--- src/rtl/chardisp_pkg.sv ---
package chardisp_pkg;

    typedef enum logic [3:0] {
        OP_NONE, OP_CLEAR, OP_HOME, OP_ENTRY, OP_DISPCTL, OP_SHIFT,
        OP_FUNC, OP_SETCG, OP_SETDD, OP_WDATA, OP_RDATA, OP_STATUS
    } op_e;

    typedef enum logic [1:0] {
        ST_READY, ST_WIPE, ST_HOLD
    } st_e;

    typedef struct packed {
        logic bus8;
        logic two_line;
        logic font10;
        logic disp_on;
        logic cur_on;
        logic blink_on;
        logic inc;
        logic shift_en;
    } mode_t;

    localparam logic [7:0] MODE_RESET = 8'h82;
    localparam logic [7:0] BLANK_CHAR = 8'h20;

endpackage

--- src/rtl/chardisp_decode.sv ---
module chardisp_decode
    import chardisp_pkg::*;
(
    input  logic       rs,
    input  logic       rw,
    input  logic [7:0] code,
    output op_e        op
);

    always_comb begin
        op = OP_NONE;
        if (rs) begin
            op = rw ? OP_RDATA : OP_WDATA;
        end else if (rw) begin
            op = OP_STATUS;
        end else begin
            unique casez (code)
                8'b1???????: op = OP_SETDD;
                8'b01??????: op = OP_SETCG;
                8'b001?????: op = OP_FUNC;
                8'b0001????: op = OP_SHIFT;
                8'b00001???: op = OP_DISPCTL;
                8'b000001??: op = OP_ENTRY;
                8'b0000001?: op = OP_HOME;
                8'b00000001: op = OP_CLEAR;
                default:     op = OP_NONE;
            endcase
        end
    end

endmodule

--- src/rtl/chardisp_step.sv ---
module chardisp_step #(
    parameter int ROW_LEN   = 40,
    parameter int ROW2_BASE = 64,
    parameter int AW        = 7,
    parameter int CIW       = 6
) (
    input  logic [AW-1:0] cur,
    input  logic          fwd,
    input  logic          cg_sel,
    output logic [AW-1:0] nxt
);

    localparam logic [AW-1:0] R1_LAST  = AW'(ROW_LEN - 1);
    localparam logic [AW-1:0] R2_FIRST = AW'(ROW2_BASE);
    localparam logic [AW-1:0] R2_LAST  = AW'(ROW2_BASE + ROW_LEN - 1);

    logic [CIW-1:0] cg_nxt;

    always_comb begin
        cg_nxt = fwd ? cur[CIW-1:0] + 1'b1 : cur[CIW-1:0] - 1'b1;
        if (cg_sel) begin
            nxt = {{(AW-CIW){1'b0}}, cg_nxt};
        end else if (fwd) begin
            if (cur == R1_LAST)       nxt = R2_FIRST;
            else if (cur >= R2_LAST)  nxt = '0;
            else                      nxt = cur + 1'b1;
        end else begin
            if (cur == R2_FIRST)                 nxt = R1_LAST;
            else if (cur == '0 || cur > R2_LAST) nxt = R2_LAST;
            else                                 nxt = cur - 1'b1;
        end
    end

endmodule

--- src/rtl/chardisp_mem.sv ---
module chardisp_mem #(
    parameter int DD_ENTRIES = 80,
    parameter int CG_ENTRIES = 64,
    parameter int CG_W       = 5
) (
    input  logic                          clk,
    input  logic                          dd_we,
    input  logic [$clog2(DD_ENTRIES)-1:0] dd_idx,
    input  logic [7:0]                    dd_wdata,
    output logic [7:0]                    dd_rdata,
    input  logic                          cg_we,
    input  logic [$clog2(CG_ENTRIES)-1:0] cg_idx,
    input  logic [CG_W-1:0]               cg_wdata,
    output logic [CG_W-1:0]               cg_rdata
);

    logic [7:0]      dd_q [DD_ENTRIES];
    logic [CG_W-1:0] cg_q [CG_ENTRIES];

    always_ff @(posedge clk) begin
        if (dd_we) dd_q[dd_idx] <= dd_wdata;
        if (cg_we) cg_q[cg_idx] <= cg_wdata;
    end

    assign dd_rdata = dd_q[dd_idx];
    assign cg_rdata = cg_q[cg_idx];

endmodule

--- src/rtl/chardisp_ctrl.sv ---
module chardisp_ctrl
    import chardisp_pkg::*;
#(
    parameter int ROW_LEN    = 40,
    parameter int ROW2_BASE  = 64,
    parameter int CG_ENTRIES = 64,
    parameter int CG_W       = 5,
    parameter int SHORT_CYC  = 4,
    parameter int LONG_CYC   = 96
) (
    input  logic                       clk,
    input  logic                       rst_n,
    input  logic                       wr_stb,
    input  logic                       sel_data,
    input  logic                       rd_nwr,
    input  logic [7:0]                 wdata,
    output logic [7:0]                 rdata,
    output logic                       busy,
    output logic                       err,
    output logic [7:0]                 mode,
    output logic [$clog2(ROW_LEN)-1:0] disp_ofs
);

    localparam int AW         = 7;
    localparam int DD_ENTRIES = 2 * ROW_LEN;
    localparam int DIW        = $clog2(DD_ENTRIES);
    localparam int CIW        = $clog2(CG_ENTRIES);
    localparam int CW         = $clog2(LONG_CYC + 1);
    localparam int OFW        = $clog2(ROW_LEN);
    localparam logic [DIW-1:0] DD_LAST = DIW'(DD_ENTRIES - 1);
    localparam logic [OFW-1:0] OFS_MAX = OFW'(ROW_LEN - 1);

    st_e            st_q, st_d;
    logic [CW-1:0]  cnt_q, cnt_d;
    logic [DIW-1:0] wipe_q, wipe_d;
    logic [AW-1:0]  ac_q;
    logic           cg_sel_q;
    mode_t          mode_q;
    logic [OFW-1:0] ofs_q, ofs_up, ofs_dn;
    logic           err_q;
    logic [7:0]     rdata_q;

    op_e            op;
    logic           accept, reject;
    logic [AW-1:0]  ac_step, ac_move;
    logic           dd_valid;
    logic [DIW-1:0] dd_map;
    logic           dd_we, cg_we;
    logic [DIW-1:0] dd_idx;
    logic [7:0]     dd_wdata, dd_rdata;
    logic [CG_W-1:0] cg_rdata;

    chardisp_decode u_dec (.rs(sel_data), .rw(rd_nwr), .code(wdata), .op(op));

    chardisp_step #(.ROW_LEN(ROW_LEN), .ROW2_BASE(ROW2_BASE), .AW(AW), .CIW(CIW)) u_step_data (
        .cur(ac_q), .fwd(mode_q.inc), .cg_sel(cg_sel_q), .nxt(ac_step));

    chardisp_step #(.ROW_LEN(ROW_LEN), .ROW2_BASE(ROW2_BASE), .AW(AW), .CIW(CIW)) u_step_curs (
        .cur(ac_q), .fwd(wdata[2]), .cg_sel(cg_sel_q), .nxt(ac_move));

    chardisp_mem #(.DD_ENTRIES(DD_ENTRIES), .CG_ENTRIES(CG_ENTRIES), .CG_W(CG_W)) u_mem (
        .clk(clk), .dd_we(dd_we), .dd_idx(dd_idx), .dd_wdata(dd_wdata), .dd_rdata(dd_rdata),
        .cg_we(cg_we), .cg_idx(ac_q[CIW-1:0]), .cg_wdata(wdata[CG_W-1:0]), .cg_rdata(cg_rdata));

    assign busy   = (st_q != ST_READY);
    assign accept = wr_stb && !busy && (op != OP_STATUS) && (op != OP_NONE);
    assign reject = wr_stb &&  busy && (op != OP_STATUS);

    // display address to RAM index, gap marked invalid
    always_comb begin
        dd_valid = (ac_q <= AW'(ROW_LEN - 1)) ||
                   (ac_q >= AW'(ROW2_BASE) && ac_q <= AW'(ROW2_BASE + ROW_LEN - 1));
        dd_map   = (ac_q >= AW'(ROW2_BASE)) ? DIW'(ac_q - AW'(ROW2_BASE) + AW'(ROW_LEN))
                                            : DIW'(ac_q);
        ofs_up   = (ofs_q == OFS_MAX) ? '0 : ofs_q + 1'b1;
        ofs_dn   = (ofs_q == '0) ? OFS_MAX : ofs_q - 1'b1;
    end

    always_comb begin
        dd_we    = (st_q == ST_WIPE) ||
                   (accept && op == OP_WDATA && !cg_sel_q && dd_valid);
        dd_idx   = (st_q == ST_WIPE) ? wipe_q : dd_map;
        dd_wdata = (st_q == ST_WIPE) ? BLANK_CHAR : wdata;
        cg_we    = accept && op == OP_WDATA && cg_sel_q;
    end

    // next state
    always_comb begin
        st_d   = st_q;
        cnt_d  = cnt_q;
        wipe_d = wipe_q;
        unique case (st_q)
            ST_READY: if (accept) begin
                if (op == OP_CLEAR) begin
                    st_d   = ST_WIPE;
                    cnt_d  = CW'(LONG_CYC);
                    wipe_d = '0;
                end else begin
                    st_d  = ST_HOLD;
                    cnt_d = (op == OP_HOME) ? CW'(LONG_CYC) : CW'(SHORT_CYC);
                end
            end
            ST_WIPE: begin
                cnt_d  = (cnt_q > CW'(1)) ? cnt_q - 1'b1 : cnt_q;
                wipe_d = wipe_q + 1'b1;
                if (wipe_q == DD_LAST) st_d = ST_HOLD;
            end
            ST_HOLD: begin
                if (cnt_q <= CW'(1)) st_d = ST_READY;
                else                 cnt_d = cnt_q - 1'b1;
            end
            default: st_d = ST_READY;
        endcase
    end

    // state register
    always_ff @(posedge clk) begin
        if (!rst_n) begin
            st_q   <= ST_READY;
            cnt_q  <= '0;
            wipe_q <= '0;
        end else begin
            st_q   <= st_d;
            cnt_q  <= cnt_d;
            wipe_q <= wipe_d;
        end
    end

    // registers and outputs
    always_ff @(posedge clk) begin
        if (!rst_n) begin
            ac_q     <= '0;
            cg_sel_q <= 1'b0;
            mode_q   <= mode_t'(MODE_RESET);
            ofs_q    <= '0;
            err_q    <= 1'b0;
            rdata_q  <= '0;
        end else begin
            if (reject) err_q <= 1'b1;
            if (wr_stb && op == OP_STATUS) rdata_q <= {busy, ac_q};
            if (accept) begin
                unique case (op)
                    OP_CLEAR, OP_HOME: begin
                        ac_q     <= '0;
                        ofs_q    <= '0;
                        cg_sel_q <= 1'b0;
                    end
                    OP_ENTRY: begin
                        mode_q.inc      <= wdata[1];
                        mode_q.shift_en <= wdata[0];
                    end
                    OP_DISPCTL: begin
                        mode_q.disp_on  <= wdata[2];
                        mode_q.cur_on   <= wdata[1];
                        mode_q.blink_on <= wdata[0];
                    end
                    OP_SHIFT: begin
                        if (wdata[3]) ofs_q <= wdata[2] ? ofs_up : ofs_dn;
                        else          ac_q  <= ac_move;
                    end
                    OP_FUNC: begin
                        mode_q.bus8     <= wdata[4];
                        mode_q.two_line <= wdata[3];
                        mode_q.font10   <= wdata[2];
                    end
                    OP_SETCG: begin
                        cg_sel_q <= 1'b1;
                        ac_q     <= {{(AW-CIW){1'b0}}, wdata[CIW-1:0]};
                    end
                    OP_SETDD: begin
                        cg_sel_q <= 1'b0;
                        ac_q     <= wdata[AW-1:0];
                    end
                    OP_WDATA: begin
                        ac_q <= ac_step;
                        if (mode_q.shift_en) ofs_q <= mode_q.inc ? ofs_up : ofs_dn;
                    end
                    OP_RDATA: begin
                        ac_q    <= ac_step;
                        rdata_q <= cg_sel_q ? {{(8-CG_W){1'b0}}, cg_rdata}
                                            : (dd_valid ? dd_rdata : 8'h00);
                    end
                    default: ;
                endcase
            end
        end
    end

    assign rdata    = rdata_q;
    assign err      = err_q;
    assign mode     = mode_q;
    assign disp_ofs = ofs_q;

endmodule

--- config.mk ---
export PLATFORM = sky130hd
export DESIGN_NAME = chardisp_ctrl
export DESIGN_NICKNAME = d
export VERILOG_FILES = /design/src/rtl/chardisp_pkg.sv /design/src/rtl/chardisp_decode.sv /design/src/rtl/chardisp_step.sv /design/src/rtl/chardisp_mem.sv /design/src/rtl/chardisp_ctrl.sv
export SDC_FILE = /design/constraint.sdc
export NUM_CORES = 1
export LEC_CHECK = 0
export BUFFER_PORTS_ARGS = -buffer_cell sky130_fd_sc_hd__buf_2
export CAP_MARGIN = 20
export CELL_PAD_IN_SITES_DETAIL_PLACEMENT = 0
export CELL_PAD_IN_SITES_GLOBAL_PLACEMENT = 2
export CORE_MARGIN = 1.5
export CORE_UTILIZATION = 51
export DETAILED_ROUTE_END_ITERATION = 10
export GPL_TIMING_DRIVEN = 0
export HOLD_SLACK_MARGIN = 0.06
export PLACE_DENSITY = 0.91
export REMOVE_ABC_BUFFERS = 1
export SKIP_CTS_REPAIR_TIMING = 1
export SYNTH_ARGS = -nofsm -noshare
export SYNTH_HDL_FRONTEND = slang
export SYNTH_SLANG_ARGS = --single-unit
--- constraint.sdc ---
create_clock -name clk -period 11.78 [get_ports clk]
set_input_delay 1.767 -clock clk [delete_from_list [all_inputs] [get_ports clk]]
set_output_delay 1.767 -clock clk [all_outputs]
set_load 0.02 [all_outputs]
Yosys cells after proc, flatten, opt, wreduce, memory -nomap -nowiden. Memories as Yosys holds them, arrays and structs flattened. A register that Yosys moved wholly into a read port is not among the register bits. Index checks and enable logic that the tools add are counted.

Bits in registers: 47. Memories: 2. Memory bits (writable): 960. Output and inout bits: 24.

Order comparisons: 7. Equality and inequality tests: 34. Reductions and logical operators: 38. Multiplexer cells: 52. Add/subtract/negate cells: 10.

Memory list: u_mem.dd_q (depth 80, bits a word 8, rd ports 1, clocked after memory_dff 0, wr ports 1, line chardisp_mem.sv:17) `logic [7:0] dd_q [DD_ENTRIES];`; u_mem.cg_q (depth 64, bits a word 5, rd ports 1, clocked after memory_dff 1, wr ports 1, line chardisp_mem.sv:18) `logic [CG_W-1:0] cg_q [CG_ENTRIES];`.

Operators by type and width (count): $mux 7 (18); $mux 6 (10); $mux 8 (6); $pmux 7 s5 (1); $pmux 4 s8 (1); $pmux 7 s3 (1); $pmux 6 s3 (1); $eq 4x3->1 const B (4); $eq 4x4->1 const B (4); $add 7x1->7 const B (2); $eq 7x7->1 const B (2); $ge 7x7->1 const B (2); $ne 2x2->1 const B (7); $pmux 7 s2 (1); $sub 7x1->7 const B (2); $add 6x1->6 const B (2); $sub 6x1->6 const B (2); $logic_and 1x1->1 (11); $mux 2 (5); $reduce_and 3->1 (3); $eq 4x1->1 const B (2); $eq 4x2->1 const B (2); $eq 8x1->1 const B (1); $mux 4 (2); other kinds (33) (49).

Longest topological paths before layout. Gate-level depths: netlist (run 1).

Depth in word-level cells: 13. Mapped depth: 15.

Cells and area by module. A second synthesis (run 1) with hierarchy kept.

Cell total of the unflattened synthesis: 2660. Area total of the unflattened synthesis: 42580.8 µm².

By module, submodules not included: chardisp_mem (instances 1, cells each 2061, area each 38099.0 µm²); chardisp_ctrl (instances 1, cells each 394, area each 3064.2 µm²); chardisp_step at u_step_data (instances 1, cells each 95, area each 669.4 µm²); chardisp_step at u_step_curs (instances 1, cells each 91, area each 624.3 µm²); chardisp_decode (instances 1, cells each 19, area each 123.9 µm²).

Least setup slack after synthesis (run 1). Ideal clock, no wire load.

Kind: in2reg. Start point: input port wdata[7]. End point: memory u_mem.dd_q[0][7] (data pin). Arrival: 4054 ps. Path buffers: 1. Setup slack: 7132 ps. Stages: 2. Cell sequence: clkbuf_1 > nor2b_1.

Word-level cells in the longest chain between the ends: 1.

RTL lines: start: declaration (line chardisp_ctrl.sv:16) `input logic [7:0] wdata,`; $mux 8 (line chardisp_ctrl.sv:83) `dd_wdata = (st_q == ST_WIPE) ? BLANK_CHAR : wdata;`; net dd_wdata[7] (line chardisp_ctrl.sv:50) `logic [7:0] dd_wdata, dd_rdata;`; end: declaration (line chardisp_mem.sv:17).

The timed path passes the listed nets, and every way through them passes these cells.

Worst setup path in the final report (run 1).
Start point: register ac_q[3]. End point: register rdata_q[1], in the netlist rdata[1].

Word-level cells in the longest chain between the ends: 9. Elaborated cells between the ends (all ways): 14. Those cells by class: 2 x add/sub; 3 x order compare; 6 x mux; 2 x reduce/logical; 1 x memory.

RTL lines: start: declaration (line chardisp_ctrl.sv:36) `logic [AW-1:0] ac_q;`; start signal: assignment (line chardisp_ctrl.sv:159) `else ac_q <= ac_move;`; start signal: assignment (line chardisp_ctrl.sv:168) `ac_q <= {{(AW-CIW){1'b0}}, wdata[CIW-1:0]};`; start signal: assignment (line chardisp_ctrl.sv:172) `ac_q <= wdata[AW-1:0];`; $sub 7x7->7 (line chardisp_ctrl.sv:73) `dd_map = (ac_q >= AW'(ROW2_BASE)) ? DIW'(ac_q - AW'(ROW2_BASE) + AW'(ROW_LEN))`; $add 7x6->7 (line chardisp_ctrl.sv:73); $mux 7 (line chardisp_ctrl.sv:73); $mux 7 (line chardisp_ctrl.sv:82) `dd_idx = (st_q == ST_WIPE) ? wipe_q : dd_map;`; $mem_v2 80x8; $mux 8 (*) (line chardisp_ctrl.sv:181) `: (dd_valid ? dd_rdata : 8'h00);`; $mux 8 (*) (line chardisp_ctrl.sv:180) `rdata_q <= cg_sel_q ? {{(8-CG_W){1'b0}}, cg_rdata}`; $mux 8 (*) (line chardisp_ctrl.sv:142) `unique case (op)`; $mux 8 (*) (line chardisp_ctrl.sv:141) `if (accept) begin`; end signal: assignment (line chardisp_ctrl.sv:140) `if (wr_stb && op == OP_STATUS) rdata_q <= {busy, ac_q};`; end signal: assignment (line chardisp_ctrl.sv:180); end: declaration (line chardisp_ctrl.sv:41) `logic [7:0] rdata_q;`.

Mark *: on every way between the ends. The rest lies on a longest branch, timed or not. A chain may end at the register's enable or synchronous reset.

==> impl_metrics.tcl, run 1 <==
set metrics [dict create \
    status "finished clean" \
    synth_ff_type "edfxtp_1" \
    use_met2 0.435 \
    yosys-top-cells-count "edfxtp_1, nor2_1, nand2_1, o22ai_1, mux4_2" \
    gp_congestion 0.847 \
    antenna_found_initial 2 \
    drt_iter0_markers 3101 \
    drc_errors 0 \
    worst_r2r_startpoint "ac_q[3]" \
    antennaDiodeCount 0 \
    fin_skew_ns 0.0379 \
    synth_compound_area_frac 0.0930 \
    grt_max_degree 78 \
    cts_tree "yes" \
    place_hpwl_mm 68.2 \
    critical_path.slowest_cell "dfxtp_1" \
    drt_wl_total_mm 110 \
    finalCritPeriodShare 0.459 \
    worstPathRequired_ns 12.26 \
    rr_worst_depth 9 \
    path_cells "clkinv_1, ha_1, mux2i_1, o21a_1, nor2_1, o221ai_1, nor4_1, nor4_1, o41ai_1" \
    wl_per_cell_um 28.8 \
    grt_pass1_vias 24500 \
    fin_nets 2722 \
    pin_count 37 \
    synthTopCellsByArea "edfxtp_1, mux4_2, dfxtp_1" \
    area_growth_pct 13.0 \
    crit_path_max_incr_delay_ns 0.87 \
    grtUsageMet3 0.0494 \
    cts_buffer_depth 3 \
    drive_gt1_frac 0.144 \
    core_mm2 0.0791 \
    hp-start "err" \
    finalCriticalPeriod_ns 5.41 \
    grtUsageTotal 0.270 \
    rsz0062_at_grt "false" \
    gr-max-usage-layer "met2" \
    slew_violations 0 \
    ys_seq_area_frac 0.731 \
    dieArea_mm2 0.0819 \
    synth_edf_count 960 \
    routed_via_density 6.51 \
    final_antenna_net_count 0 \
    synth_top_cell_by_area "edfxtp_1" \
    initial_core_util 0.517 \
    rr_endpoint "rdata[1]" \
    yosys.area_share.adder 0.00398 \
    yosys.area_share.simple 0.0799 \
    dr.pass1.iters 6 \
    clkLatencyLatePin_ns 0.68 \
    r2r_slack_ns 6.37 \
    synth_top_area_share 0.705 \
    synth_area_per_cell_um2 15.4 \
    die_h_um 286 \
    ir_worst_vdd_v 0.000144 \
    whs_ns 0.466 \
    core.rowCount 103 \
    worstMarginPinSlew_ns 1.12 \
    cap_violations 0 \
    ys_warn_count 0 \
    muxShareOfSynthArea 0.0671 \
    grt.met1_usage 0.366 \
    crit_path_start_kind "flop" \
    hold_viol 0 \
    netlist_area_mm2 0.0409 \
    fin_tns_setup_ns 0 \
    path_common_cell "nor4_1" \
    p_per_area_mw_per_mm2 169 \
    finalSetupViolations 0 \
    whs_endpoint "err" \
    clock-root-buffer "clkbuf_16" \
    synth_top_family_by_area "compound AO/OA/AOI/OAI gates" \
    clkTransAtPathRegs_ns 0.06 \
    power.leakage_uw 0.0143 \
    grt_first_pass_wirelength_mm 162 \
    relSlewSlack 0.254 \
    max_freq_ghz 0.185 \
    critPathTopFamily "simple AND/OR/NAND/NOR gates" \
    synth-xor-area-share 0.00407 \
    hold_depth 2 \
    io_buffer_count 36 \
    syn_inst 2662 \
    ys_ff_latch 1013 \
    num_vias 24900 \
    ctsHtreeMaxLevel 3 \
    synthMostInstantiatedCell "edfxtp_1" \
    crit_arrival_ns 5.89 \
    critPathBufInv 1 \
    dieWidth_um 286 \
    hold_class "flop to flop" \
    cts_buffers 100 \
    path_max_fanout 22 \
    end_kind "flop" \
    clkSinkCount 1013 \
    critPathKind "flop to flop" \
    synth.distinct_cells 95 \
    grt_overflow_total 0 \
    async_flop_share 0 \
]
[sequential cells by signal (all words and copies together), names as in the netlist, named ones only]
signal	cells
u_mem.dd_q	640
cg_sel_q	1
rdata	8
mode	8
st_q	2
ac_q	7
u_mem.cg_q	320
err	1
disp_ofs	6
wipe_q	7
cnt_q	7
[stage by stage]
stage          power (uW)  cell area [um^2]   util  instances  setup WS (ns)
6_report             7830             46200  0.584       3829           6.37
5_1_grt              8040             46200  0.584       3829           6.21
4_1_cts              7840             46200  0.583       3826           6.56
3_5_place_dp         4780             43000  0.543       3641           6.57
3_3_place_gp         4740             41600  0.526       3588         -0.473
2_1_floorplan        4470             40100      -       2502           5.90
[per-layer routing]
layer,part of all wire,routed length (um)
met1,0.38,42300
met3,0.094,10300
met2,0.48,53100
met5,0.00028,31
met4,0.042,4610
[cells in the final DEF, fill, tap and decap left out, types with 26 or more instances in the layout]
| cell | n |
|---|---|
| o21ai_0 | 77 |
| clkbuf_16 | 102 |
| nand2_1 | 237 |
| dfxtp_1 | 50 |
| nand3_1 | 58 |
| buf_2 | 37 |
| nor2_1 | 264 |
| o22ai_1 | 151 |
| a31oi_1 | 36 |
| nor3_1 | 42 |
| edfxtp_1 | 960 |
| mux4_2 | 98 |
| a211oi_1 | 26 |
| a21oi_1 | 66 |
| o221ai_1 | 38 |
[logic make-up (layout without fill, tap and decap cells)]
kind of cell	after synthesis	in the layout
AO/OA/AOI/OAI	553	553
flip-flops	1013	1013
buffers and inverters	187	304
adder cells (fa/ha/maj)	13	13
XOR/XNOR	19	19
AND/OR/NAND/NOR	730	730
multiplexers	147	147
[area by class of cell]
| cell class | count | area (um^2) |
|---|---|---|
| clock buffer | 127 | 2690 |
| inverter | 27 | 101 |
| clock inverter | 58 | 517 |
| timing repair buffer | 92 | 1380 |
| tap | 1050 | 1310 |
| sequential | 1013 | 29900 |
| fill | 5884 | 32900 |
| multi-input combinational | 1462 | 10300 |
[power breakdown]
group	total (uW)	switching, uW	internal (uW)
combinational	737	474	262
sequential	3980	29.9	3950
clock	3110	1360	1750
[tightest hold or removal path, stage by stage (launching register included)]
cell and delay, ns:
dfxtp_1 0.32, nor2_1 0.05, nor2_1 0.07
[worst max-delay path by stage]
| stage | start | to | slack, ns | cells past startpoint |
|---|---|---|---|---|
| after detailed placement | ac_q[3] | u_mem.dd_q[29][1] | 6.57 | 9 |
| after floorplan | st_q[1] | rdata[4] | 5.90 | 10 |
| after CTS | ac_q[3] | rdata[1] | 6.56 | 10 |
| after global placement | st_q[1] | rdata[4] | -0.47 | 10 |
| after global routing | ac_q[3] | u_mem.dd_q[16][7] | 6.21 | 9 |
| final | ac_q[3] | rdata[1] | 6.37 | 9 |
No activity file was read; power rests on OpenSTA's default activity.
==> run 2: changes to the inputs <==
- CORE_UTILIZATION: 51 -> 43
- PLACE_DENSITY: 0.91 -> 0.82
- clock period: 11.78 -> 4.95 ns (I/O delays scaled with it)
==> impl_metrics.tcl, run 2 (synthesis gave the netlist of run 1 again) <==
set metrics [dict create \
    stdcell_area_mm2 0.0466 \
    routed_via_density 6.15 \
    p_total_uw 18600 \
    r2r_slack_ns 0.20 \
    place_area_mm2 0.0432 \
    grt_pass1_vias 24800 \
    cts_buffers 99 \
    whs_endpoint "mode[7]" \
    fin_nets 2720 \
    final_antenna_net_count 0 \
    grt_max_degree 89 \
    grtUsageTotal 0.231 \
    path_max_fanout 48 \
    worstPathRequired_ns 5.47 \
    mostFrequentLayoutCells "edfxtp_1, nand2_1, nor2_1" \
    ir_worst_vdd_v 0.000312 \
    largest_register_ffs 640 \
    dp.cells 3844 \
    power.leakage_uw 0.0143 \
    whs_ns 0.441 \
    worstMarginPinSlew_ns 1.18 \
    worst_r2r_startpoint "st_q[1]" \
    dr.pass1.iters 8 \
    crit_arrival_ns 5.27 \
    drt_wl_total_mm 112 \
    ctsHtreeMaxLevel 3 \
    grt_overflow_total 0 \
    antenna_found_initial 4 \
    finalCriticalPeriod_ns 4.75 \
    critPathTopFamily "compound AO/OA/AOI/OAI gates" \
    core_mm2 0.0937 \
    critical_path.slowest_cell "a211oi_1" \
    cts_tree "yes" \
    path_common_cell "buf_12" \
    final_common_cell "edfxtp_1" \
    wl_per_cell_um 27.9 \
    num_vias 24800 \
    place_hpwl_mm 71.0 \
    critPathBufInv 3 \
    crit_path_max_incr_delay_ns 0.75 \
    finalCritPeriodShare 0.959 \
    clock-root-buffer "clkbuf_16" \
    area_growth_pct 14.0 \
    crit_path_start_kind "flop" \
    hold_depth 2 \
    p_per_area_mw_per_mm2 398 \
    clkLatencyLatePin_ns 0.69 \
    fin_cells 4031 \
    hold_viol 0 \
    clkSinkCount 1013 \
    hp-start "rst_n" \
    drc_errors 0 \
    path_cells "inv_1, ha_2, buf_12, mux2_4, buf_12, nand2_1, o22ai_1, a21oi_1, a211oi_1, a31oi_1, nand4_1, a221oi_1" \
    initial_core_util 0.436 \
    fin_tns_setup_ns 0 \
    cts_buffer_depth 3 \
    clkTransAtPathRegs_ns 0.06 \
    startpoint "st_q[1]" \
    fin_skew_ns 0.0521 \
    grt_first_pass_wirelength_mm 167 \
    io_buffer_count 36 \
    dieArea_mm2 0.0970 \
    gp_congestion 0.838 \
    pin_count 37 \
    finalSetupViolations 0 \
    regMostFlops "u_mem.dd_q" \
    rsz0062_at_grt "false" \
    core.rowCount 112 \
    dieWidth_um 311 \
    antennaDiodeCount 0 \
    rr_worst_depth 12 \
    slew_violations 0 \
    critPathKind "flop to flop" \
    largestRegisters "u_mem.dd_q (640), u_mem.cg_q (320)" \
    relSlewSlack 0.214 \
    rr_endpoint "rdata[4]" \
    die_h_um 311 \
    drt_iter0_markers 3064 \
    status "finished clean" \
    hold_class "primary input to flop" \
    cap_violations 0 \
    max_freq_ghz 0.211 \
    end_kind "flop" \
    drive_gt1_frac 0.167 \
]
run 2: changes by cell type in the layout (fill, tap and decap cells not counted), moves of 2 or more:
| cell | change |
|---|---|
| clkinv_4 | -2 |
| clkbuf_8 | -4 |
| buf_4 | +3 |
| buf_12 | -3 |
| nor2_1 | -70 |
| buf_2 | -3 |
| nor2_2 | +69 |
| clkinv_1 | +8 |
| buf_16 | +2 |
| clkbuf_16 | -2 |
run 2: worst max path at each step:
| stage | to | slack [ns] | cells after the start |
|---|---|---|---|
| 2_1_floorplan | rdata[4] | -0.93 | 10 |
| 3_3_place_gp | rdata[4] | -7.85 | 10 |
| 3_5_place_dp | u_mem.dd_q[46][6] | -0.50 | 9 |
| 4_1_cts | u_mem.dd_q[46][4] | -0.52 | 9 |
| 5_1_grt | rdata[4] | 0.12 | 12 |
| 6_report | rdata[4] | 0.20 | 12 |
run 2: worst reg2reg max path, stage by stage, from the launching register on:
cell and delay, ns:
dfxtp_1 0.33, inv_1 0.08, ha_2 0.44, buf_12 0.29, mux2_4 0.69, buf_12 0.31, nand2_1 0.69, o22ai_1 0.34
a21oi_1 0.11, a211oi_1 0.75, a31oi_1 0.19, nand4_1 0.29, a221oi_1 0.12
run 2: final cells by class:
class	instances	area, um^2
repair buffers	91	1380
fillers	7771	47100
flip-flops and latches	1013	29900
clock inverters	63	546
well taps	1254	1570
inverters	27	101
multi-input cells	1462	10500
clock buffers	121	2580
run 2: per-layer routing:
layer	GRT usage	vias up	part of all wire	wire length [um]
met5	0	-	0.00024	27
met4	0.0818	4	0.032	3630
met3	0.0383	215	0.080	9020
met2	0.371	1224	0.48	54000
met1	0.320	12700	0.41	45900
li1	-	10700	-	-
run 2: metrics by stage:
step            util  worst slack [ns]
6_report       0.497             0.201
5_1_grt        0.497             0.123
4_1_cts        0.494            -0.524
3_5_place_dp   0.461            -0.500
3_3_place_gp   0.447             -7.85
2_1_floorplan      -            -0.929
run 2: power by group:
group / internal (uW) / total [uW] / leakage (uW) / switching [uW]
combinational: 625 / 1720 / 0.00370 / 1100
sequential: 9410 / 9510 / 0.00906 / 102
clock: 4090 / 7320 / 0.00152 / 3230
